`src/rtl/vattr_pkg.sv`:
```
package vattr_pkg;
    typedef enum logic [1:0] {
        MODE_SCALAR      = 2'd0,
        MODE_LOOP        = 2'd1,
        MODE_PACKED      = 2'd2,
        MODE_LOOP_PACKED = 2'd3
    } vmode_e;

    localparam int WCODE_W      = 2;
    localparam int CAUSE_MISMATCH = 0;
    localparam int CAUSE_SRC_LONG = 1;
    localparam int CAUSE_JALR     = 2;
    localparam int CAUSE_N        = 3;
    localparam int N_OPS          = 3;
endpackage

```
`src/rtl/vattr_cfg_store.sv`:
```
module vattr_cfg_store
    import vattr_pkg::*;
#(
    parameter int NREGS  = 32,
    parameter int NENTRY = 2,
    parameter int VL_W   = 8,
    parameter int DATA_W = 32,
    localparam int IDX_W  = $clog2(NREGS),
    localparam int ADDR_W = $clog2(NENTRY + 2)
) (
    input  logic                              clk,
    input  logic                              rst_n,
    input  logic                              wr_en,
    input  logic [ADDR_W-1:0]                 wr_addr,
    input  logic [DATA_W-1:0]                 wr_data,
    output logic [NREGS-1:0]                  int_mask,
    output logic [NREGS-1:0]                  fp_mask,
    output logic [NENTRY-1:0][IDX_W-1:0]      ent_idx,
    output logic [NENTRY-1:0]                 ent_fp,
    output logic [NENTRY-1:0][WCODE_W-1:0]    ent_wc,
    output logic [NENTRY-1:0][VL_W-1:0]       ent_vl
);
    localparam int BANK_BIT = IDX_W;
    localparam int WC_LO    = IDX_W + 1;
    localparam int VL_LO    = WC_LO + WCODE_W;

    always_ff @(posedge clk) begin
        if (!rst_n) begin
            int_mask <= '0;
            fp_mask  <= '0;
        end else if (wr_en) begin
            if (wr_addr == ADDR_W'(0)) int_mask <= wr_data[NREGS-1:0];
            if (wr_addr == ADDR_W'(1)) fp_mask  <= wr_data[NREGS-1:0];
        end
    end

    for (genvar k = 0; k < NENTRY; k++) begin : g_entry
        always_ff @(posedge clk) begin
            if (!rst_n) begin
                ent_idx[k] <= '0;
                ent_fp[k]  <= 1'b0;
                ent_wc[k]  <= '0;
                ent_vl[k]  <= VL_W'(1);
            end else if (wr_en && wr_addr == ADDR_W'(k + 2)) begin
                ent_idx[k] <= wr_data[IDX_W-1:0];
                ent_fp[k]  <= wr_data[BANK_BIT];
                ent_wc[k]  <= wr_data[WC_LO +: WCODE_W];
                ent_vl[k]  <= wr_data[VL_LO +: VL_W];
            end
        end
    end


    int_mask_load_chk: assert property (@(posedge clk) disable iff (!rst_n)
        (wr_en && wr_addr == ADDR_W'(0)) |=> int_mask == $past(wr_data[NREGS-1:0]));

    mask_hold_chk: assert property (@(posedge clk) disable iff (!rst_n)
        !wr_en |=> ($stable(int_mask) && $stable(fp_mask)));

    ent0_len_load_chk: assert property (@(posedge clk) disable iff (!rst_n)
        (wr_en && wr_addr == ADDR_W'(2)) |=> ent_vl[0] == $past(wr_data[VL_LO +: VL_W]));
endmodule

```
`src/rtl/vattr_operand_lookup.sv`:
```
module vattr_operand_lookup
    import vattr_pkg::*;
#(
    parameter int NREGS  = 32,
    parameter int NENTRY = 2,
    parameter int VL_W   = 8,
    localparam int IDX_W = $clog2(NREGS)
) (
    input  logic [IDX_W-1:0]                  reg_idx,
    input  logic                              reg_fp,
    input  logic [NREGS-1:0]                  int_mask,
    input  logic [NREGS-1:0]                  fp_mask,
    input  logic [NENTRY-1:0][IDX_W-1:0]      ent_idx,
    input  logic [NENTRY-1:0]                 ent_fp,
    input  logic [NENTRY-1:0][WCODE_W-1:0]    ent_wc,
    input  logic [NENTRY-1:0][VL_W-1:0]       ent_vl,
    output logic [VL_W-1:0]                   vlen,
    output logic [WCODE_W-1:0]                wcode
);
    logic marked;
    logic hit;

    always_comb begin
        marked = reg_fp ? fp_mask[reg_idx] : int_mask[reg_idx];
        hit    = 1'b0;
        vlen   = VL_W'(1);
        wcode  = '0;
        for (int k = 0; k < NENTRY; k++) begin
            if (!hit && ent_idx[k] == reg_idx && ent_fp[k] == reg_fp) begin
                hit   = 1'b1;
                vlen  = (ent_vl[k] == '0) ? VL_W'(1) : ent_vl[k];
                wcode = ent_wc[k];
            end
        end
        if (!marked) begin
            vlen  = VL_W'(1);
            wcode = '0;
        end
    end
endmodule

```
`src/rtl/vattr_classify.sv`:
```
module vattr_classify
    import vattr_pkg::*;
#(
    parameter int VL_W = 8
) (
    input  logic [VL_W-1:0]    rd_vl,
    input  logic [VL_W-1:0]    rs1_vl,
    input  logic [VL_W-1:0]    rs2_vl,
    input  logic [WCODE_W-1:0] rd_wc,
    input  logic [WCODE_W-1:0] rs1_wc,
    input  logic [WCODE_W-1:0] rs2_wc,
    input  logic               rd_en,
    input  logic               rs1_en,
    input  logic               rs2_en,
    input  logic               is_jalr,
    input  logic               rs1_int_marked,
    output vmode_e             mode,
    output logic [CAUSE_N-1:0] cause
);
    logic rd_vec, rs1_vec, rs2_vec;
    logic any_loop, any_packed;

    always_comb begin
        rd_vec  = rd_en  && (rd_vl  > VL_W'(1));
        rs1_vec = rs1_en && (rs1_vl > VL_W'(1));
        rs2_vec = rs2_en && (rs2_vl > VL_W'(1));

        any_loop   = rd_vec || rs1_vec || rs2_vec;
        any_packed = (rd_en  && rd_wc  != '0) ||
                     (rs1_en && rs1_wc != '0) ||
                     (rs2_en && rs2_wc != '0);

        unique case ({any_loop, any_packed})
            2'b00:   mode = MODE_SCALAR;
            2'b10:   mode = MODE_LOOP;
            2'b01:   mode = MODE_PACKED;
            default: mode = MODE_LOOP_PACKED;
        endcase

        cause = '0;
        cause[CAUSE_MISMATCH] = rs1_vec && rs2_vec && (rs1_vl != rs2_vl);
        cause[CAUSE_SRC_LONG] = rd_vec &&
                                ((rs1_en && rs1_vl > rd_vl) || (rs2_en && rs2_vl > rd_vl));
        cause[CAUSE_JALR]     = is_jalr && rs1_int_marked;
    end
endmodule

```
`src/rtl/vattr_lookup_unit.sv`:
```
module vattr_lookup_unit
    import vattr_pkg::*;
#(
    parameter int NREGS  = 32,
    parameter int NENTRY = 2,
    parameter int VL_W   = 8,
    parameter int DATA_W = 32,
    localparam int IDX_W  = $clog2(NREGS),
    localparam int ADDR_W = $clog2(NENTRY + 2)
) (
    input  logic               clk,
    input  logic               rst_n,
    input  logic               wr_en,
    input  logic [ADDR_W-1:0]  wr_addr,
    input  logic [DATA_W-1:0]  wr_data,
    input  logic [IDX_W-1:0]   rd_idx,
    input  logic               rd_fp,
    input  logic               rd_en,
    input  logic [IDX_W-1:0]   rs1_idx,
    input  logic               rs1_fp,
    input  logic               rs1_en,
    input  logic [IDX_W-1:0]   rs2_idx,
    input  logic               rs2_fp,
    input  logic               rs2_en,
    input  logic               is_jalr,
    output logic [VL_W-1:0]    rd_vlen,
    output logic [1:0]         rd_wcode,
    output logic [VL_W-1:0]    rs1_vlen,
    output logic [1:0]         rs1_wcode,
    output logic [VL_W-1:0]    rs2_vlen,
    output logic [1:0]         rs2_wcode,
    output logic [1:0]         mode,
    output logic               exc,
    output logic [2:0]         exc_cause
);
    logic [NREGS-1:0]               int_mask, fp_mask;
    logic [NENTRY-1:0][IDX_W-1:0]   ent_idx;
    logic [NENTRY-1:0]              ent_fp;
    logic [NENTRY-1:0][WCODE_W-1:0] ent_wc;
    logic [NENTRY-1:0][VL_W-1:0]    ent_vl;

    logic [N_OPS-1:0][IDX_W-1:0]    op_idx;
    logic [N_OPS-1:0]               op_fp;
    logic [N_OPS-1:0][VL_W-1:0]     op_vl;
    logic [N_OPS-1:0][WCODE_W-1:0]  op_wc;
    vmode_e                         mode_q;
    logic [CAUSE_N-1:0]             cause;

    vattr_cfg_store #(
        .NREGS(NREGS), .NENTRY(NENTRY), .VL_W(VL_W), .DATA_W(DATA_W)
    ) u_cfg (
        .clk(clk), .rst_n(rst_n), .wr_en(wr_en), .wr_addr(wr_addr), .wr_data(wr_data),
        .int_mask(int_mask), .fp_mask(fp_mask),
        .ent_idx(ent_idx), .ent_fp(ent_fp), .ent_wc(ent_wc), .ent_vl(ent_vl)
    );

    assign op_idx = {rs2_idx, rs1_idx, rd_idx};
    assign op_fp  = {rs2_fp, rs1_fp, rd_fp};

    for (genvar o = 0; o < N_OPS; o++) begin : g_op
        vattr_operand_lookup #(
            .NREGS(NREGS), .NENTRY(NENTRY), .VL_W(VL_W)
        ) u_look (
            .reg_idx(op_idx[o]), .reg_fp(op_fp[o]),
            .int_mask(int_mask), .fp_mask(fp_mask),
            .ent_idx(ent_idx), .ent_fp(ent_fp), .ent_wc(ent_wc), .ent_vl(ent_vl),
            .vlen(op_vl[o]), .wcode(op_wc[o])
        );
    end

    vattr_classify #(.VL_W(VL_W)) u_cls (
        .rd_vl(op_vl[0]), .rs1_vl(op_vl[1]), .rs2_vl(op_vl[2]),
        .rd_wc(op_wc[0]), .rs1_wc(op_wc[1]), .rs2_wc(op_wc[2]),
        .rd_en(rd_en), .rs1_en(rs1_en), .rs2_en(rs2_en),
        .is_jalr(is_jalr), .rs1_int_marked(int_mask[rs1_idx]),
        .mode(mode_q), .cause(cause)
    );

    assign rd_vlen   = op_vl[0];
    assign rs1_vlen  = op_vl[1];
    assign rs2_vlen  = op_vl[2];
    assign rd_wcode  = op_wc[0];
    assign rs1_wcode = op_wc[1];
    assign rs2_wcode = op_wc[2];
    assign mode      = mode_q;
    assign exc_cause = cause;
    assign exc       = |cause;


    scalar_mode_chk: assert property (@(posedge clk) disable iff (!rst_n)
        (mode == 2'd0) |-> !((rd_en && rd_vlen != VL_W'(1)) || (rs1_en && rs1_vlen != VL_W'(1))
                            || (rs2_en && rs2_vlen != VL_W'(1))));

    mismatch_cause_chk: assert property (@(posedge clk) disable iff (!rst_n)
        exc_cause[0] |-> (rs1_en && rs2_en && rs1_vlen != rs2_vlen));

    src_long_cause_chk: assert property (@(posedge clk) disable iff (!rst_n)
        exc_cause[1] |-> (rd_en && rd_vlen > VL_W'(1)));

    jalr_cause_chk: assert property (@(posedge clk) disable iff (!rst_n)
        exc_cause[2] |-> is_jalr);

    vlen_nonzero_chk: assert property (@(posedge clk) disable iff (!rst_n)
        (rd_vlen != '0 && rs1_vlen != '0 && rs2_vlen != '0));
endmodule

```
`config.mk`:
```
export PLATFORM = sky130hd
export DESIGN_NAME = vattr_lookup_unit
export DESIGN_NICKNAME = d
export VERILOG_FILES = /design/src/rtl/vattr_pkg.sv /design/src/rtl/vattr_cfg_store.sv /design/src/rtl/vattr_operand_lookup.sv /design/src/rtl/vattr_classify.sv /design/src/rtl/vattr_lookup_unit.sv
export SDC_FILE = /design/constraint.sdc
export NUM_CORES = 1
export LEC_CHECK = 0
export ABC_AREA = 1
export BUFFER_PORTS_ARGS = -buffer_cell sky130_fd_sc_hd__buf_2
export CAP_MARGIN = 25
export CORE_AREA = 2 2 113 115
export CTS_CLUSTER_SIZE = 8
export DETAILED_ROUTE_END_ITERATION = 12
export DIE_AREA = 0 0 115 117
export PLACE_DENSITY = 0.89
export SKIP_CTS_REPAIR_TIMING = 1
export SLEW_MARGIN = 20
export SYNTH_ARGS = -nofsm -noshare
export SYNTH_HDL_FRONTEND = slang
export SYNTH_SLANG_ARGS = --single-unit
```
`constraint.sdc`:
```
create_clock -name clk -period 3.2 [get_ports clk]
set_input_delay 0.32 -clock clk [delete_from_list [all_inputs] [get_ports clk]]
set_output_delay 0.32 -clock clk [all_outputs]
set_load 0.1 [all_outputs]
```
==> out/metrics.cfg <==
[outcome]
violations=negative setup slack
status=complete, but fails checks

[die]
io_pins=95
die_area_um2=13500
initial_core_util=0.577
coreArea_um2=12300
die_x_um=115
die_y_um=117
rows=41

[synth]
syn_avg_cell_area_um2=5.97
seq_area_frac_synth=0.270
ys_types=40
ys.flop_type=dfxtp_1
synth_top_area_frac=0.270
netlist_area_um2=7110
synthArstFlopShare=0
synth.net_count=1262
yosysTopAreaCell=dfxtp_1
synth_edf_count=0
synthTopCellsByArea=dfxtp_1, nand2_1, nand3_1
ys_warn_count=0
ys_ff_latch=96
syn-instance-count=1190

[clock_tree]
cts_max_path_buffers=2
cts_htree_levels=3
clkSlewWorstSetupHoldPaths_ps=70
clockRootBuffer=clkbuf_16
clk_latency_ps=360
cts_num_sinks=96
cts_buffers=9
cts_tree=done

[power]
p_int_mw=2.21
p_sw_mw=1.09
combPwrFrac=0.240
p_leak_nw=4.28
ir_drop_uv=400
p_seq_frac=0.403
swShare=0.331
powerDensity_nw_per_um2=352
power_frac_clock=0.356
total_power_mw=3.30

[sta]
fin_crit_sh=1.12
relSlewSlack=0.371
setup_viol=3
final.setup.tns_ps=-922
clock_skew_ps=0
rsz0062_at_grt=yes
clock.fmax_mhz=278
hold_viol=0
worst_slack_ps=-396
drv_slew=0
min_period_ps=3600
worstMarginPinSlew_ps=943

[setup_path]
cpPeakStageDelay_ps=350
cp.arrival_ps=3280
critPathTopFamily=simple AND/OR/NAND/NOR gates
path_max_fanout=5
cp.required_ps=2880
cp_num_buf_inv=4
cp_common_cell=nand2_1
worstPathCellList=or2_1 -> nand3_1 -> nand2_1 -> nand2_1 -> nand3_1 -> nand2_2 -> nand2_1 -> nand2_2 -> nand2_4 -> nand2_4 -> inv_6 -> nand2_4 -> clkinvlp_4 -> ha_4 -> nand4_1 -> o221a_2 -> nand2_1 -> nand3_1 -> nand2_1 -> nand2_2 -> clkinvlp_4 -> buf_12
crit_path_top_delay_cell=dfxtp_4
cp-start-kind=flip-flop
worstSetupEndpointType=output pin
criticalPathCategory=flip-flop to output pin

[hold_path]
holdCritPathClass=input pin to flip-flop

[grt]
grt_pass1_wl_mm=41.9
grt_max_degree=40
grt_overflow=0
grt_antenna_before_repair=0
track_usage=0.405
grt_pass1_vias=7821

[placed_design]
gp_congestion=1.03
port-buffer-count=94
placed_cell_area_um2=8640
dp_cells=1486
dp_hpwl_mm=20.8

[drt]
routed_wl_mm=27.7
vias=8922
ant_nets=0
viasPerCell=5.89
drtIter0Drc=1244
drt-pass1-iter-count=6
drc=0
wl_per_cell_um=18.3

[cells_and_area]
nNetsFinal=1431
syn_to_final_growth_pct=32.1
drive_above_1_share=0.275
finalNonFillerCells=1514
stdcell_area_um2=9390
antenna_cells=0

[flow_run]
max_cap_viol_count=0

## worst reg2reg max path, cell delays in order (launching register included)
cell and delay [ps]:
dfxtp_1 420, buf_4 170, nor2_1 50, nor2_1 130
## cells by family (layout without fill, tap and decap cells)
family | Yosys count | after routing | synth area share
simple gates | 650 | 650 | 0.395
compound gates | 232 | 232 | 0.178
fa+ha+maj | 13 | 13 | 0.0229
buf+inv | 188 | 362 | 0.120
flops | 96 | 96 | 0.270
xor+xnor | 11 | 11 | 0.0136
## through the flow
step,hold WS (ps),setup slack [ps],util
after floorplan,421,-414,-
after global placement,452,-239,0.702
after detailed placement,460,-131,0.702
after CTS,230,-405,0.728
after global routing,257,-487,0.762
final,232,-396,0.762
## cells in the final DEF, fill, tap and decap left out, drive strengths merged, types with 6 or more instances in the layout
cell,n
o21ai,117
clkbuf,11
o22ai,9
nand3,157
a21oi,90
xor2,11
o211ai,7
buf,220
or2,6
nand2,367
nor3,11
dfxtp,96
ha,13
nand4,12
clkinvlp,7
inv,118
nor2,95
## sequential cells by signal (all words and copies together), names as in the netlist
| signal | flops |
|---|---|
| u_cfg.ent_wc | 4 |
| u_cfg.ent_vl | 16 |
| u_cfg.fp_mask | 32 |
| u_cfg.ent_idx | 10 |
| u_cfg.int_mask | 32 |
| u_cfg.ent_fp | 2 |
## per-layer routing
layer	global-route usage	routed length, µm	part of all wire	vias up
li1	-	-	-	4222
met3	0.106	3440	0.12	74
met2	0.574	11500	0.42	583
met4	0.118	802	0.029	0
met1	0.602	11900	0.43	4043
met5	0	0	0	-
## power groups by stage
| stage | Sequential (mW) | Clock (mW) | Combinational (mW) |
|---|---|---|---|
| floorplan | 1.32 | 0 | 0.467 |
| global placement | 1.35 | 0 | 0.720 |
| detailed placement | 1.35 | 0 | 0.729 |
| CTS | 1.32 | 1.17 | 0.735 |
| global route | 1.33 | 1.22 | 0.860 |
| finish | 1.33 | 1.18 | 0.794 |
## cell type report
cell class,count,area (µm²)
Inverter,126,523
Multi-Input combinational cell,906,4700
Sequential cell,96,1940
Tap cell,150,188
Clock buffer,11,253
Fill cell,967,2930
Clock inverter,5,61.3
Timing Repair Buffer,220,1710
## synth_stat cells (3+ instances only)
library cell,instances
xor2_1,11
o21ai_0,110
buf_2,13
nor2_2,4
ha_1,13
buf_6,11
clkinv_1,3
nand4_1,12
o22ai_1,9
a21oi_4,3
o211ai_1,7
a21oi_1,85
or2_1,4
clkbuf_1,27
nor3_1,6
nand2_2,9
inv_2,16
nand3_1,151
nor3_2,5
buf_4,11
dfxtp_1,96
nor2_1,91
nand2_1,356
nand3_2,6
o21ai_1,7
inv_1,104
## final timing paths
kind / slack (ps) / depth (start not counted) / end / start
worst min register to register: 480 / 2 / u_cfg.ent_vl[0]$_SDFFE_PN1P_ / u_cfg.ent_vl[0]$_SDFFE_PN1P_
worst min-delay path: 230 / 3 / u_cfg.fp_mask[16]$_SDFFE_PN0P_ / wr_data[16]
worst max-delay path: -400 / 22 / exc_cause[1] / u_cfg.int_mask[8]$_SDFFE_PN0P_
worst max register to register: 2370 / 3 / u_cfg.fp_mask[22]$_SDFFE_PN0P_ / u_cfg.fp_mask[22]$_SDFFE_PN0P_
Power figures use the tool's default switching activity.
